## src/rtl/clkcal_pkg.sv

```systemverilog
package clkcal_pkg;
  typedef enum logic [1:0] {
    VERD_NONE = 2'd0,
    VERD_SLOW = 2'd1,
    VERD_HOLD = 2'd2,
    VERD_FAST = 2'd3
  } verdict_t;
endpackage

```

## src/rtl/clkcal_tag_pipe.sv

```systemverilog
module clkcal_tag_pipe #(
  parameter int DEPTH = 2
) (
  input  logic clk,
  input  logic rst,
  input  logic flush,
  input  logic tag_in,
  output logic tag_out
);
  logic [DEPTH-1:0] stage_q;

  generate
    if (DEPTH == 1) begin : g_single
      always_ff @(posedge clk) begin
        if (rst || flush) stage_q <= '0;
        else              stage_q <= tag_in;
      end
    end else begin : g_chain
      always_ff @(posedge clk) begin
        if (rst || flush) stage_q <= '0;
        else              stage_q <= {stage_q[DEPTH-2:0], tag_in};
      end
    end
  endgenerate

  assign tag_out = stage_q[DEPTH-1];
endmodule

```

## src/rtl/clkcal_judge.sv

```systemverilog
module clkcal_judge
  import clkcal_pkg::*;
(
  input  logic     valid,
  input  logic     fin_slack,
  input  logic     fin_spare,
  output verdict_t verdict
);
  always_comb begin
    if (!valid)          verdict = VERD_NONE;
    else if (!fin_slack) verdict = VERD_SLOW;
    else if (fin_spare)  verdict = VERD_FAST;
    else                 verdict = VERD_HOLD;
  end
endmodule

```

## src/rtl/clkcal_stepper.sv

```systemverilog
module clkcal_stepper
  import clkcal_pkg::*;
#(
  parameter int CODE_W   = 8,
  parameter int RST_CODE = 128
) (
  input  logic              clk,
  input  logic              rst,
  input  verdict_t          verdict,
  output logic [CODE_W-1:0] code,
  output logic              changed,
  output logic              stop
);
  localparam logic [CODE_W-1:0] CODE_MAX  = '1;
  localparam logic [CODE_W-1:0] CODE_INIT = CODE_W'(RST_CODE);

  logic at_min, at_max;
  assign at_min = (code == '0);
  assign at_max = (code == CODE_MAX);

  always_comb begin
    changed = 1'b0;
    stop    = 1'b0;
    unique case (verdict)
      VERD_SLOW: begin changed = !at_min; stop = at_min; end
      VERD_FAST: begin changed = !at_max; stop = at_max; end
      VERD_HOLD: stop = 1'b1;
      default: ;
    endcase
  end

  always_ff @(posedge clk) begin
    if (rst) code <= CODE_INIT;
    else if (changed) begin
      if (verdict == VERD_SLOW) code <= code - 1'b1;
      else                      code <= code + 1'b1;
    end
  end

  AST_ONE_STEP: assert property (@(posedge clk) disable iff (rst)
    (code == $past(code)) || (code == $past(code) + 1'b1) || (code == $past(code) - 1'b1));
  AST_SAT_LOW: assert property (@(posedge clk) disable iff (rst)
    ($past(code) == '0) |-> (code != CODE_MAX));
  AST_SAT_HIGH: assert property (@(posedge clk) disable iff (rst)
    ($past(code) == CODE_MAX) |-> (code != '0));
endmodule

```

## src/rtl/clkcal_settle.sv

```systemverilog
module clkcal_settle #(
  parameter int HOLD = 4
) (
  input  logic clk,
  input  logic rst,
  input  logic start,
  output logic inhibit
);
  localparam int CNT_W = $clog2(HOLD + 1);
  localparam logic [CNT_W-1:0] CNT_LOAD = CNT_W'(HOLD);

  logic [CNT_W-1:0] left_q;

  always_ff @(posedge clk) begin
    if (rst) begin
      left_q  <= '0;
      inhibit <= 1'b0;
    end else if (start) begin
      left_q  <= CNT_LOAD;
      inhibit <= 1'b1;
    end else if (left_q > 1) begin
      left_q  <= left_q - 1'b1;
    end else if (left_q == 1) begin
      left_q  <= '0;
      inhibit <= 1'b0;
    end
  end

  AST_INH_TRACKS_COUNT: assert property (@(posedge clk) disable iff (rst)
    inhibit == (left_q != '0));
endmodule

```

## src/rtl/clkcal_ctrl.sv

```systemverilog
module clkcal_ctrl
  import clkcal_pkg::*;
#(
  parameter int CODE_W   = 8,
  parameter int RST_CODE = 128,
  parameter int LAT      = 2,
  parameter int HOLD     = 4
) (
  input  logic              clk,
  input  logic              rst,
  input  logic              wc_flag,
  input  logic              fin_slack,
  input  logic              fin_spare,
  input  logic              cal_req,
  output logic [CODE_W-1:0] freq_code,
  output logic              eval_inhibit,
  output logic              cal_active
);
  logic     tag_due;
  logic     code_moved;
  logic     stop_seen;
  verdict_t verdict;

  clkcal_tag_pipe #(.DEPTH(LAT)) u_pipe (
    .clk     (clk),
    .rst     (rst),
    .flush   (code_moved),
    .tag_in  (wc_flag & ~eval_inhibit),
    .tag_out (tag_due)
  );

  clkcal_judge u_judge (
    .valid     (tag_due),
    .fin_slack (fin_slack),
    .fin_spare (fin_spare),
    .verdict   (verdict)
  );

  clkcal_stepper #(.CODE_W(CODE_W), .RST_CODE(RST_CODE)) u_step (
    .clk     (clk),
    .rst     (rst),
    .verdict (verdict),
    .code    (freq_code),
    .changed (code_moved),
    .stop    (stop_seen)
  );

  clkcal_settle #(.HOLD(HOLD)) u_settle (
    .clk     (clk),
    .rst     (rst),
    .start   (code_moved),
    .inhibit (eval_inhibit)
  );

  always_ff @(posedge clk) begin
    if (rst)            cal_active <= 1'b1;
    else if (cal_req)   cal_active <= 1'b1;
    else if (stop_seen) cal_active <= 1'b0;
  end

  AST_NO_TAG_NO_MOVE: assert property (@(posedge clk) disable iff (rst)
    !$past(tag_due) |-> (freq_code == $past(freq_code)));
  AST_MOVE_RAISES_INH: assert property (@(posedge clk) disable iff (rst)
    (freq_code != $past(freq_code)) |-> eval_inhibit);
  AST_FROZEN_IN_INH: assert property (@(posedge clk) disable iff (rst)
    $past(eval_inhibit) |-> (freq_code == $past(freq_code)));
  AST_STOP_KEEPS_CODE: assert property (@(posedge clk) disable iff (rst)
    ($past(cal_active) && !cal_active) |-> (freq_code == $past(freq_code)));
  AST_REQ_SETS_ACTIVE: assert property (@(posedge clk) disable iff (rst)
    $past(cal_req) |-> cal_active);
endmodule

```

## config.mk

```make
export PLATFORM = sky130hd
export DESIGN_NAME = clkcal_ctrl
export DESIGN_NICKNAME = d
export VERILOG_FILES = /design/src/rtl/clkcal_pkg.sv /design/src/rtl/clkcal_tag_pipe.sv /design/src/rtl/clkcal_judge.sv /design/src/rtl/clkcal_stepper.sv /design/src/rtl/clkcal_settle.sv /design/src/rtl/clkcal_ctrl.sv
export SDC_FILE = /design/constraint.sdc
export NUM_CORES = 1
export LEC_CHECK = 0
export ABC_AREA = 1
export BUFFER_PORTS_ARGS = -buffer_cell sky130_fd_sc_hd__buf_4
export CORE_MARGIN = 2
export CORE_UTILIZATION = 63
export CTS_BUF_LIST = sky130_fd_sc_hd__clkbuf_8
export CTS_CLUSTER_SIZE = 12
export DETAILED_ROUTE_END_ITERATION = 10
export PLACE_DENSITY = 0.87
export SLEW_MARGIN = 40
export SYNTH_ARGS = -nofsm -noshare
export SYNTH_HDL_FRONTEND = slang
export SYNTH_HIERARCHICAL = 1
export SYNTH_SLANG_ARGS = --single-unit
```

## constraint.sdc

```tcl
create_clock -name clk -period 4.9 [get_ports clk]
set_input_delay 0.98 -clock clk [delete_from_list [all_inputs] [get_ports clk]]
set_output_delay 0.98 -clock clk [all_outputs]
set_load 0.01 [all_outputs]
```

# Yosys cells after proc, flatten, opt, wreduce, memory -nomap -nowiden

Cells that the tools add are included.
Widths: inputs -> output; s select.

Flip-flop bits (word level): 15
Memory bits (read-only): 0
Bits in latches: 0
Memory bits (writable): 0
Memories kept: 0

$lt $le $gt $ge: 1
Mux-type cells: 12
Shift operators: 0
Reductions and logical operators: 10
Div/mod/pow operators: 0
Equality and inequality tests: 6
$add $sub $neg: 3
Bitwise operators: 2
Multiply operators: 0

Operators with widths:

| cell                | count |
|---|---|
| $mux 3              | 3 |
| $add 8x1->8 const B | 1 |
| $eq 8x8->1 const B  | 1 |
| $logic_not 8->1     | 1 |
| $mux 8              | 1 |
| $sub 8x1->8 const B | 1 |
| $eq 2x2->1 const B  | 2 |
| $mux 1              | 4 |
| $mux 2              | 2 |
| $reduce_bool 2->1   | 2 |
| $reduce_or 2->1     | 2 |
| $eq 3x1->1 const B  | 1 |
| $gt 3x1->1 const B  | 1 |
| $pmux 1 s3          | 1 |
| $reduce_bool 3->1   | 1 |
| $sub 3x1->3 const B | 1 |
| $eq 2x1->1 const B  | 1 |
| $logic_not 1->1     | 2 |
| $ne 2x2->1 const B  | 1 |
| $pmux 1 s2          | 1 |
| $reduce_and 2->1    | 1 |
| $and 1x1->1         | 1 |
| $logic_or 1x1->1    | 1 |
| $not 1->1           | 1 |

# Longest topological paths before layout

Depth in word-level cells: 7
Gate-level depth with buffers: 18
Mapped depth without buffers: 18

# Cells and area by module

The synthesis kept the hierarchy.

Modules (own cells, without submodules):

| module          | times used | cells each | area an instance (um2) |
|---|---|---|---|
| clkcal_stepper  | 1          | 131        | 758.2 |
| clkcal_settle   | 1          | 23         | 178.9 |
| clkcal_tag_pipe | 1          | 9          | 66.3 |
| clkcal_ctrl     | 1          | 7          | 42.5 |
| clkcal_judge    | 1          | 5          | 23.8 |

# Worst setup path after synthesis

Ideal clock, no wire load.

Path type: input port to flip-flop
Start point: input port fin_slack
End point: register u_step.code[4]
Required time: 4.791 ns
Setup time: 0.109 ns
Slack: 2.611 ns
Path buffers: 0
Cell stages on the path: 16
Arrival time: 2.180 ns
Path through: nand2_1 inv_1 inv_2 nand2_4 nand2_1 nand2_1 inv_1 ha_1 inv_1 nand2_1 nand3_1 nor2_1 o21ai_0 nand3_1 nand2_1 inv_1

Longest elaborated chain between the ends: 4
Elaborated cells between the ends (all ways): 6
Classes of those cells: eq/ne (2); mux (4)

Ends and longest elaborated chain:

| item                                            | line                                       | text |
|---|---|---|
| start, declared                                 | clkcal_ctrl.sv:12                          | `input logic fin_slack,` |
| $mux 2 *                                        | clkcal_judge.sv:11                         | `else if (!fin_slack) verdict = VERD_SLOW;` |
| $mux 2 *                                        | clkcal_judge.sv:10                         | `if (!valid) verdict = VERD_NONE;` |
| named net verdict[1]                            | clkcal_ctrl.sv:22                          | `verdict_t verdict;` |
| $eq 2x2->1 / $eq 2x1->1 (equally long branches) | clkcal_stepper.sv:24, clkcal_stepper.sv:35 |  |
| $pmux 1 s2 / $mux 8 (equally long branches)     | clkcal_stepper.sv:24, clkcal_stepper.sv:35 |  |
| end signal, assigned                            | clkcal_stepper.sv:35                       | `if (verdict == VERD_SLOW) code <= code - 1'b1;` |
| end signal, assigned                            | clkcal_stepper.sv:36                       | `else code <= code + 1'b1;` |
| end, declared                                   | clkcal_stepper.sv:10                       | `output logic [CODE_W-1:0] code,` |

The timed path passes the listed nets; every way through them passes the cells marked *.
A chain may end at the register's enable or synchronous reset.

# Final worst setup path

Start point: input port fin_slack
End point: register u_step.code[6]

The elaborated chain is that of the path after synthesis.

==> summary.txt <==
Route
  • Drt drc: 0
  • WL/cell: 11.6 um
  • Vias/cell: 5.39
  • Via count: 1122
  • WL final: 2420 um
  • Initial DRC count: 61
  • Post-DRT Antenna Nets: 0
  • Drt pass-1 iters: 4

CTS
  • Post-CTS Setup Inserts: 0
  • Count of hold-fix buffers inserted at cts: 0
  • CTS buffer count: 3
  • CTS tree: built
  • CTS root buf: clkbuf_8
  • Htree depth: 1
  • Clk_lat worst skew: 0.25 ns
  • Post-cts sizing count: 0
  • Clk sink count: 15
  • Clk buf depth: 2
  • Clock transition at the registers of the reported paths: 0.06 ns

STA
  • Fin crit share: 0.501
  • Slew @ Worst Pin: 0.420 ns
  • Max-slew violation count: 0
  • Max-slew headroom: 0.720
  • RSZ-0062 raised after global routing: no
  • Clk_skew: 0.00196 ns
  • Final TNS setup: 0 ns
  • Final setup viols: 0
  • Final min period: 2.45 ns
  • Fin. Hold Viols: 0
  • Setup ws final: 2.45 ns
  • Highest clock rate: 408 MHz
  • Hold_ws: 0.410 ns

Setup path
  • Worst path arrival time: 2.61 ns
  • RR Endpoint: u_step/code[6]
  • Startpoint of the worst register-to-register path: u_pipe/stage_q[1]
  • Critical path peak fanout: 10
  • Crit path required time: 5.05 ns
  • Worst setup path end: u_step/code[6]
  • Worst Setup SP: fin_slack
  • R2R depth: 16
  • R2R setup slack: 2.93 ns
  • Crit. End Element: register
  • Startpoint type of the worst setup path: primary input
  • Worst setup path category: in2reg

Place
  • Worst slack, placed: 2.21 ns
  • Placed cells: 204
  • GP Congestion: 0.870
  • Hpwl dp: 1830 um
  • IO buf count: 15

Global routing
  • Pin count of the biggest net entering global routing: 19
  • First-pass GRT wire length: 4180 um
  • Initial antenna violation count: 0
  • Vias in the first global route: 1004
  • All-Layer GR Usage: 0.281
  • Total global routing overflow: 0

Synthesis
  • FF+latch count, synth: 15
  • Sequential share of the synthesized area: 0.281
  • Synth Net Count: 184
  • Mapped Cells: 175
  • Ys Warns: 6
  • Avg Cell Area, Syn: 6.11 sq um
  • Yosys cell types: 24
  • Post-synthesis cell area: 1070 sq um

Worst hold path
  • Hold/Removal Path Class: reg2reg

Floorplan
  • Die W: 45.2 um
  • Die area: 2040 sq um
  • Initial Utilization: 0.694
  • Die Ht: 45.2 um
  • Num ports: 16
  • Row count: 14
  • Core Area: 1540 sq um

Cells and area
  • Fraction of layout cells with a size suffix above 1: 0.156
  • Commonest non-fill, non-tap cell in the layout: nand2_1
  • Finished Layout Cells: 208
  • Nets@finish: 202
  • Commonest non-fill, non-tap cells in the layout: nand2_1 (42), inv_1 (38), nor2_1 (18), nand3_1 (17)
  • Layout area overhead: 15.0%
  • Inserted Diodes: 0

Status
  • Status: complete, no violations

Power
  • Lkg Pwr: 0.654 nW
  • PD cells: 278 nW/um^2
  • Worst vdd ir: 0.390 mV

Job
  • Maxcap violations: 0
[metal layers]
layer,up-vias,GRT usage,wire length [um]
met5,-,0,0
met4,0,0.0941,38
met1,511,0.350,997
li1,577,-,-
met2,30,0.494,1270
met3,4,0.0360,112
[final cells by class]
cell class,count,area (sq um)
clock buffers,3,41.3
clock inverters,1,5.00
fillers,118,312
inverters,39,146
multi-input cells,119,604
flip-flops and latches,15,300
well taps,16,20.0
repair buffers,15,113
[cell usage after synthesis]
master    instances  area share
nor2_4            1       0.011
o21bai_1          1      0.0070
nand3_2           2       0.019
nand2_4           1       0.011
o21ai_0           9       0.042
ha_1              3       0.035
nand4_1           2       0.012
o21bai_4          1       0.018
buf_6             1       0.011
or2_1             1      0.0059
a21oi_2           1      0.0082
a21oi_1           7       0.033
inv_2             1      0.0035
nand2_1          42        0.15
nor3_1            3       0.014
buf_4             1      0.0070
o21a_1            1      0.0070
o21ai_1           3       0.014
dfxtp_1          15        0.28
nand2_2           4       0.023
xor2_1            2       0.016
inv_1            38        0.13
nor2_1           18       0.063
nand3_1          17       0.080
[report_power, final]
group / internal, mW / total [mW] / switching, mW
logic: 0.0353 / 0.0922 / 0.0569
clock network: 0.0564 / 0.103 / 0.0462
registers: 0.135 / 0.147 / 0.0116
[worst max-delay path, cell delays in order]
cell and delay (ns):
buf_4 0.12, a21oi_2 0.36, nand2_4 0.15, nand2_1 0.11, nand2_1 0.05, inv_1 0.05, ha_1 0.14, inv_1 0.04
nand2_1 0.07, inv_1 0.05, nor2_1 0.11, nand3_1 0.11, nand3_1 0.08, nand3_1 0.08, nand2_1 0.07, inv_1 0.03
[worst min-delay path by stage]
stage                       from           endpoint  slack, ns  depth (start not counted)
6_report       u_pipe/stage_q[0]  u_pipe/stage_q[1]       0.41                          2
4_1_cts        u_pipe/stage_q[0]  u_pipe/stage_q[1]       0.41                          2
2_1_floorplan  u_pipe/stage_q[0]  u_pipe/stage_q[1]       0.39                          2
3_5_place_dp   u_pipe/stage_q[0]  u_pipe/stage_q[1]       0.41                          2
5_1_grt        u_pipe/stage_q[0]  u_pipe/stage_q[1]       0.45                          2
3_3_place_gp   u_pipe/stage_q[0]  u_pipe/stage_q[1]       0.40                          2
[logic make-up (layout without fill, tap and decap cells)]
logic type,count (synthesis),count (layout),share of synthesized area
compound gates,23,23,0.129
xor+xnor,2,2,0.0164
fa+ha+maj,3,3,0.0351
buf+inv,41,58,0.154
flops,15,15,0.281
simple gates,91,91,0.385
[state kept, by name, indices dropped and copies added, names as in the netlist]
name / cells
u_settle/inhibit: 1
u_pipe/stage_q: 2
u_settle/left_q: 3
cal_active: 1
u_step/code: 8
[stage by stage]
stage                     instance area, sq um  power (mW)   util
after floorplan                           1070       0.215      -
after global placement                    1180       0.234  0.768
after detailed placement                  1180       0.241  0.768
after CTS                                 1230       0.343  0.798
after global routing                      1230       0.363  0.798
final                                     1230       0.342  0.798
(Power assumes the default switching activity.)
